`src/rtl/svc_wdg_pkg.sv`:
```
package svc_wdg_pkg;

    typedef enum logic [1:0] {
        ST_HOLD = 2'd0,
        ST_RUN  = 2'd1,
        ST_FIRE = 2'd2
    } wdg_state_e;

    localparam int unsigned RATIO_C0 = 1;
    localparam int unsigned RATIO_C1 = 16;
    localparam int unsigned RATIO_C2 = 254;
    localparam int unsigned RATIO_C3 = 4063;

    function automatic int unsigned period_cycles(input int unsigned base,
                                                  input logic [1:0] code);
        int unsigned r;
        case (code)
            2'd0:    r = RATIO_C0;
            2'd1:    r = RATIO_C1;
            2'd2:    r = RATIO_C2;
            default: r = RATIO_C3;
        endcase
        return base * r;
    endfunction

endpackage

```
`src/rtl/svc_sync_edge.sv`:
```
module svc_sync_edge #(
    parameter int unsigned STAGES = 2
) (
    input  logic clk_i,
    input  logic rst_ni,
    input  logic raw_i,
    output logic evt_o
);
    logic [STAGES-1:0] chain_q;
    logic              last_q;

    for (genvar g = 0; g < STAGES; g++) begin : g_stage
        if (g == 0) begin : g_first
            always_ff @(posedge clk_i or negedge rst_ni) begin
                if (!rst_ni) chain_q[g] <= 1'b0;
                else         chain_q[g] <= raw_i;
            end
        end else begin : g_next
            always_ff @(posedge clk_i or negedge rst_ni) begin
                if (!rst_ni) chain_q[g] <= 1'b0;
                else         chain_q[g] <= chain_q[g-1];
            end
        end
    end

    always_ff @(posedge clk_i or negedge rst_ni) begin
        if (!rst_ni) last_q <= 1'b0;
        else         last_q <= chain_q[STAGES-1];
    end

    assign evt_o = chain_q[STAGES-1] ^ last_q;

endmodule

```
`src/rtl/svc_wdg_period.sv`:
```
module svc_wdg_period
    import svc_wdg_pkg::*;
#(
    parameter int unsigned BASE_CYC = 63,
    parameter int unsigned CNT_W    = 18
) (
    input  logic [1:0]       sel_i,
    output logic [CNT_W-1:0] lim_m1_o,
    output logic [CNT_W-1:0] flt_m1_o
);
    localparam int unsigned NCODES = 4;

    logic [CNT_W-1:0] lim_tab [NCODES];
    logic [CNT_W-1:0] flt_tab [NCODES];

    for (genvar g = 0; g < NCODES; g++) begin : g_code
        localparam int unsigned P = period_cycles(BASE_CYC, 2'(g));
        localparam int unsigned F = P - (P / 8);
        assign lim_tab[g] = CNT_W'(P - 1);
        assign flt_tab[g] = CNT_W'(F - 1);
    end

    assign lim_m1_o = lim_tab[sel_i];
    assign flt_m1_o = flt_tab[sel_i];

endmodule

```
`src/rtl/svc_wdg_fsm.sv`:
```
module svc_wdg_fsm
    import svc_wdg_pkg::*;
#(
    parameter int unsigned CNT_W   = 18,
    parameter int unsigned CNT_MAX = 255
) (
    input  logic             clk_i,
    input  logic             rst_ni,
    input  logic             hold_i,
    input  logic             svc_evt_i,
    input  logic             float_i,
    input  logic [CNT_W-1:0] lim_m1_i,
    input  logic [CNT_W-1:0] flt_m1_i,
    output logic             expire_o
);
    wdg_state_e       state_q, state_d;
    logic [CNT_W-1:0] cnt_q;
    logic             self_evt, any_evt, at_lim;

    assign self_evt = float_i && (cnt_q >= flt_m1_i);
    assign any_evt  = svc_evt_i || self_evt;
    assign at_lim   = (cnt_q >= lim_m1_i);

    always_comb begin
        state_d = state_q;
        unique case (state_q)
            ST_HOLD: state_d = hold_i ? ST_HOLD : ST_RUN;
            ST_RUN: begin
                if (hold_i)       state_d = ST_HOLD;
                else if (any_evt) state_d = ST_RUN;
                else if (at_lim)  state_d = ST_FIRE;
                else              state_d = ST_RUN;
            end
            ST_FIRE: state_d = hold_i ? ST_HOLD : ST_RUN;
            default: state_d = ST_HOLD;
        endcase
    end

    always_ff @(posedge clk_i or negedge rst_ni) begin
        if (!rst_ni) state_q <= ST_HOLD;
        else         state_q <= state_d;
    end

    always_ff @(posedge clk_i or negedge rst_ni) begin
        if (!rst_ni) begin
            cnt_q <= '0;
        end else if (hold_i || state_q != ST_RUN || any_evt || at_lim) begin
            cnt_q <= '0;
        end else begin
            cnt_q <= cnt_q + 1'b1;
        end
    end

    always_comb begin
        expire_o = 1'b0;
        unique case (state_q)
            ST_HOLD: expire_o = 1'b0;
            ST_RUN:  expire_o = 1'b0;
            ST_FIRE: expire_o = 1'b1;
            default: expire_o = 1'b0;
        endcase
    end

    p_edge_clear_r2: assert property (@(posedge clk_i) disable iff (!rst_ni)
        (svc_evt_i && !hold_i) |=> (cnt_q == '0 && !expire_o));

    p_fire_cnt_zero_r3: assert property (@(posedge clk_i) disable iff (!rst_ni)
        expire_o |-> (cnt_q == '0));

    p_hold_quiet_r4: assert property (@(posedge clk_i) disable iff (!rst_ni)
        hold_i |=> (!expire_o && cnt_q == '0));

    p_cnt_bound_r5: assert property (@(posedge clk_i) disable iff (!rst_ni)
        cnt_q < CNT_W'(CNT_MAX));

    p_float_no_fire_r6: assert property (@(posedge clk_i) disable iff (!rst_ni)
        float_i |=> !expire_o);

    p_fire_single_r9: assert property (@(posedge clk_i) disable iff (!rst_ni)
        expire_o |=> !expire_o);

endmodule

```
`src/rtl/svc_watchdog.sv`:
```
module svc_watchdog
    import svc_wdg_pkg::*;
#(
    parameter int unsigned BASE_CYC    = 63,
    parameter int unsigned SYNC_STAGES = 2
) (
    input  logic       clk_i,
    input  logic       rst_ni,
    input  logic       svc_i,
    input  logic       svc_float_i,
    input  logic       hold_i,
    input  logic [1:0] period_sel_i,
    output logic       expire_o
);
    localparam int unsigned LONGEST = period_cycles(BASE_CYC, 2'd3);
    localparam int unsigned CNT_W   = $clog2(LONGEST + 1);

    logic             svc_evt;
    logic [CNT_W-1:0] lim_m1, flt_m1;

    svc_sync_edge #(.STAGES(SYNC_STAGES)) sync_i (
        .clk_i  (clk_i),
        .rst_ni (rst_ni),
        .raw_i  (svc_i),
        .evt_o  (svc_evt)
    );

    svc_wdg_period #(.BASE_CYC(BASE_CYC), .CNT_W(CNT_W)) period_i (
        .sel_i    (period_sel_i),
        .lim_m1_o (lim_m1),
        .flt_m1_o (flt_m1)
    );

    svc_wdg_fsm #(.CNT_W(CNT_W), .CNT_MAX(LONGEST)) fsm_i (
        .clk_i     (clk_i),
        .rst_ni    (rst_ni),
        .hold_i    (hold_i),
        .svc_evt_i (svc_evt),
        .float_i   (svc_float_i),
        .lim_m1_i  (lim_m1),
        .flt_m1_i  (flt_m1),
        .expire_o  (expire_o)
    );

endmodule

```
`config.mk`:
```
export PLATFORM = sky130hd
export DESIGN_NAME = svc_watchdog
export DESIGN_NICKNAME = d
export VERILOG_FILES = /design/src/rtl/svc_wdg_pkg.sv /design/src/rtl/svc_sync_edge.sv /design/src/rtl/svc_wdg_period.sv /design/src/rtl/svc_wdg_fsm.sv /design/src/rtl/svc_watchdog.sv
export SDC_FILE = /design/constraint.sdc
export NUM_CORES = 1
export LEC_CHECK = 0
export CAP_MARGIN = 40
export CORE_ASPECT_RATIO = 0.6
export CORE_UTILIZATION = 28
export DETAILED_ROUTE_END_ITERATION = 6
export GPL_TIMING_DRIVEN = 0
export MAX_ROUTING_LAYER = met4
export SLEW_MARGIN = 20
export SYNTH_ARGS = -nofsm -noshare
export SYNTH_HDL_FRONTEND = slang
export SYNTH_SLANG_ARGS = --single-unit
export TNS_END_PERCENT = 1
```
`constraint.sdc`:
```
create_clock -name clk_i -period 2.4 [get_ports clk_i]
set_input_delay 0.24 -clock clk_i [delete_from_list [all_inputs] [get_ports clk_i]]
set_output_delay 0.24 -clock clk_i [all_outputs]
set_load 0.005 [all_outputs]
```
* After elaboration in Yosys (flattened, before gate mapping) *
Index checks and enable logic that the tools add are counted.

word-level totals
  register bits after elaboration = 23
  input bits = 7
  output and inout port bits = 1
  logic and storage cells = 34

operators by class
  add/sub/neg operators = 1
  magnitude comparators = 3
  equal/unequal tests = 3
  multiplexer cells = 13
  bitwise operators = 2
  reduce and logical (&&, ||, !) cells = 7

operator list
  operator                 number
  $mux W18                 5
  $bmux W18 S2             2
  $ge A18 B18 Y1           2
  $add A18 B1 Y18 const B  1
  $mux W2                  3
  $logic_or A1 B1 Y1       4
  $pmux W2 S2              1
  $ge A3 B3 Y1 const B     1
  $not A2 Y3               1
  $eq A2 B1 Y1 const B     1
  $eq A2 B2 Y1 const B     1
  $logic_not A2 Y1         1
  $mux W1                  2
  $ne A2 B1 Y1 const B     1
  $reduce_or A2 Y1         1
  $logic_and A1 B1 Y1      1
  $xor A1 B1 Y1            1

* Longest topological paths before layout *
  depth after elaboration = 10
  depth in mapped cells = 12
  mapped depth without buffers = 10

* By module *
From an unflattened synthesis, not the netlist that was laid out.

second synthesis, totals
  cells, all modules = 258
  area total of the unflattened synthesis = 2224.6 um2

by module, submodules not included
  module          instances  cells an instance  area each (um2)  sequential area each (um2)
  svc_wdg_fsm     1          213                1828.0           500.5
  svc_wdg_period  1          41                 312.8            0.0
  svc_sync_edge   1          4                  83.8             75.1

* Worst setup path after synthesis *
No wires, ideal clock.

  path kind = input -> register
  start point = input port period_sel_i[0]
  end point = register fsm_i.cnt_q[10]
  setup time = 0.080 ns
  data arrival time = 2.136 ns
  required time = 2.320 ns
  slack = 0.184 ns
  stages = 11
  buffers on the path = 2
  path through = ha_1 > inv_1 > ha_1 > a21oi_1 > o21ai_1 > a2111oi_4 > nor2_2 > a211o_1 > buf_6 > buf_12 > nor3_2

on the way
  longest elaborated chain between the ends = 10
  elaborated cells between the ends (all ways) = 14
  classes of those cells = 2 x order compare; 7 x mux; 1 x bitwise; 4 x reduce/logical

ends and longest elaborated chain
  item                                          RTL line                                    source
  start: declaration                            svc_watchdog.sv:12                          input logic [1:0] period_sel_i,
  $not A2 Y3 (implied by the code) (*)          svc_wdg_period.sv:23, svc_wdg_period.sv:24
  $bmux W18 S2                                  svc_wdg_period.sv:24                        assign flt_m1_o = flt_tab[sel_i];
  $mux W18 (implied by the code) (2 in series)  svc_wdg_period.sv:24
  $ge A18 B18 Y1                                svc_wdg_fsm.sv:20                           assign self_evt = float_i && (cnt_q >= flt_m1_i);
  $logic_and A1 B1 Y1                           svc_wdg_fsm.sv:20
  $logic_or A1 B1 Y1                            svc_wdg_fsm.sv:21                           assign any_evt = svc_evt_i || self_evt;
  $logic_or A1 B1 Y1                            svc_wdg_fsm.sv:47                           end else if (hold_i || state_q != ST_RUN || any_evt || at_lim) begin
  $logic_or A1 B1 Y1 (*)                        svc_wdg_fsm.sv:47
  $mux W18 (*)                                  svc_wdg_fsm.sv:47
  end signal: assignment                        svc_wdg_fsm.sv:50                           cnt_q <= cnt_q + 1'b1;
  end: declaration                              svc_wdg_fsm.sv:17                           logic [CNT_W-1:0] cnt_q;

Every way passes the cells marked *; elsewhere a longest branch is shown, timed or not. The select of a mux whose other input is x is not followed.

* Worst setup path after layout *
  start point = input port period_sel_i[0]
  end point = register fsm_i.cnt_q[9]

Same word-level chain as after synthesis.

==> flow_summary.toml <==
[cts]
worst_skew_pair.late_latency_ns = 0.27
cts_root_buf = "clkbuf_8"
path_clk_slew_ns = 0.08
cts-htree-levels = 1
cts_sinks = 23
cts_buffers = 3
cts_tree = "built"
clock_path_buffers = 2

[synthesis]
ys_warn_count = 0
synth-edff-count = 0
synth_compound_area_frac = 0.111
synthMuxAreaShare = 0
ys_types = 38
syn_nets = 225
ys_seq_area_frac = 0.314
syn_avg_cell_area_um2 = 9.84
synth_ff_type = "dfrtp_1"
synth_adder_area_share = 0.219
yosys.area_share.xor_xnor = 0.0813
synthSimpleGateAreaFrac = 0.230
synth_area_leaders = "dfrtp_1, ha_1, xor2_1"
syn-cell-area_um2 = 1830
synth_top_area_cell = "dfrtp_1"
syn_inst = 186
synthArstFlopShare = 1.00
synth_top_cell_area_share = 0.314
ys_ff_latch = 23
synth_top_family_by_area = "simple AND/OR/NAND/NOR gates"

[global_routing]
grt_pass1_vias = 1323
grt_overflow = 0
grt_pass1_wl_um = 6840
grt_max_degree = 16
grt_use_total = 0.132
antenna_found_initial = 0

[worst_setup_path]
crit_arrival_ns = 2.46
r2r_slack_ns = 0.12
cp.required_ns = 2.58
timing.rr.end = "fsm_i.cnt_q[15]"
worst-setup-path-type = "input pin to flop"
worst-r2r-cell-count = 9
start_kind = "input pin"
crit_path_end_kind = "flop"
r2r-start = "fsm_i.cnt_q[11]"
critical_path_peak_fanout = 10

[final_layout]
layout_commonest_cell = "ha_1"
stdcell_count = 288
nFillCells = 666
layout_common_cells = "ha_1, dfrtp_1, xor2_1"
diodes = 0
synthToLayoutAreaGrowth_pct = 16.9
nets = 244
drive_above_1_share = 0.206

[drt]
routed_wl_um = 4070
antenna_left = 0
route.detailed.drc = 0
num_vias = 1431
routed_via_density = 4.97
dr.pass1.iters = 4
drtIter0Drc = 93
wl_per_cell_um = 14.1

[timing]
hold_viol = 0
rsz0062_at_grt = "no"
tightest_slew_ns = 0.461
setup_viol_count_final = 0
min_period_ns = 2.28
drv_slew = 0
clock.fmax_mhz = 439
fin_crit_sh = 0.949
worst_slew_margin_rel = 0.692
holdWs_ns = 0.273
fin_skew_ns = 0.0109

[place]
detailed_place_hpwl_um = 3230
gp_congestion = 0.764
dp.cells = 278
port-buffer-count = 7

[run_status]
status = "finished clean"

[pwr]
p_leak_nw = 0.970
irDropWorstVdd_mv = 0.206
power.density_nw_per_um2 = 362

[hold_path]
hold_class = "input pin to async pin"

[die]
die_w_um = 106
fp-row-count = 22
die_area_um2 = 6880
start_util = 0.294
io_pins = 8
fp.dieH_um = 64.6
core_area_um2 = 6220

[flow_run]
cap_violations = 0
-- repair_timing --
action | CTS | global route
pin swaps | 1 | 0
resized for setup | 14 | 7
endpoints found under the hold margin | 0 | 0
hold buffers | 0 | 0
buffers inserted | 2 | 4
endpoints found under the setup margin | 20 | 14
-- worst max-delay path, cell delays in order --
cell and delay, ns:
clkbuf_2 0.12, inv_2 0.12, ha_2 0.22, inv_1 0.09
ha_1 0.32, a21oi_1 0.19, a211oi_1 0.09, a2111o_1 0.31
o211ai_2 0.24, nand2_4 0.13, buf_6 0.19, nor3_1 0.19
-- power breakdown --
part | total, W | leakage [nW] | switching (W) | internal, W
sequential | 0.000399 | 0.309 | 0.00000551 | 0.000394
combinational | 0.000134 | 0.636 | 0.0000768 | 0.0000575
clock | 0.000242 | 0.0255 | 0.000126 | 0.000116
total | 0.000775 | 0.970 | 0.000208 | 0.000567
-- logic make-up (layout without fill, tap and decap cells) --
family,count (synthesis),after routing
AOI/OAI and AO/OA,27,27
buffers and inverters,15,33
xor gates and xnor gates,17,17
and+or+nand+nor,72,72
adders and majority gates,32,32
DFF,23,23
-- metrics by stage --
stage	power [W]	setup TNS [ns]	setup WS [ns]	instance area [um2]	utilization
after detailed placement	0.000534	-15.14	-0.900	2020	0.325
after global routing	0.000820	0	0.00538	2140	0.344
final	0.000775	0	0.122	2140	0.344
after global placement	0.000530	-15.21	-0.910	2010	0.322
after CTS	0.000783	0	0.0152	2110	0.339
after floorplan	0.000488	0	0.184	1830	-
-- worst max path at each step --
stage / startpoint / to / slack, ns / cells past startpoint
3_3_place_gp: period_sel_i[1] / fsm_i.cnt_q[9] / -0.91 / 11
3_5_place_dp: period_sel_i[1] / fsm_i.cnt_q[15] / -0.90 / 11
6_report: period_sel_i[0] / fsm_i.cnt_q[9] / 0.12 / 12
5_1_grt: fsm_i.cnt_q[0] / fsm_i.cnt_q[11] / 0.005 / 10
2_1_floorplan: period_sel_i[0] / fsm_i.cnt_q[10] / 0.18 / 11
4_1_cts: period_sel_i[0] / fsm_i.cnt_q[9] / 0.02 / 12
-- routing by layer --
layer | vias up | track usage | wire length (um)
met4 | 0 | 0.0104 | 0
met2 | 44 | 0.170 | 1490
met1 | 679 | 0.209 | 2350
met3 | 0 | 0.0312 | 234
met5 | - | - | 0
li1 | 708 | - | -
-- synth_stat cells (2+ instances only) --
master,instances
dfrtp_1,23
nor2_1,9
nor3_1,11
nand2b_1,2
nand4_1,4
nor3_2,10
inv_1,11
nand2_1,12
and4_1,3
nand3_1,9
xnor2_1,3
and3_1,5
a21oi_1,8
a211oi_1,3
o21ai_0,5
xor2_1,14
ha_1,32
and2_1,2
-- registers in the layout, indices dropped and copies added, names as in the netlist --
name	cells
fsm_i.cnt_q	18
fsm_i.state_q	2
sync_i.chain_q	2
sync_i.last_q	1
-- cell type report --
cell class	count	area (um2)	share of cell area
Clock inverter	1	5.00	0.00234
Multi-Input combinational cell	148	1200	0.563
Sequential cell	23	577	0.270
Tap cell	84	105	0.0491
Timing Repair Buffer	14	120	0.0561
Clock buffer	3	41.3	0.0193
Inverter	11	41.3	0.0193
Buffer	4	46.3	0.0216
Note: power is estimated with default switching activity, not from simulation.
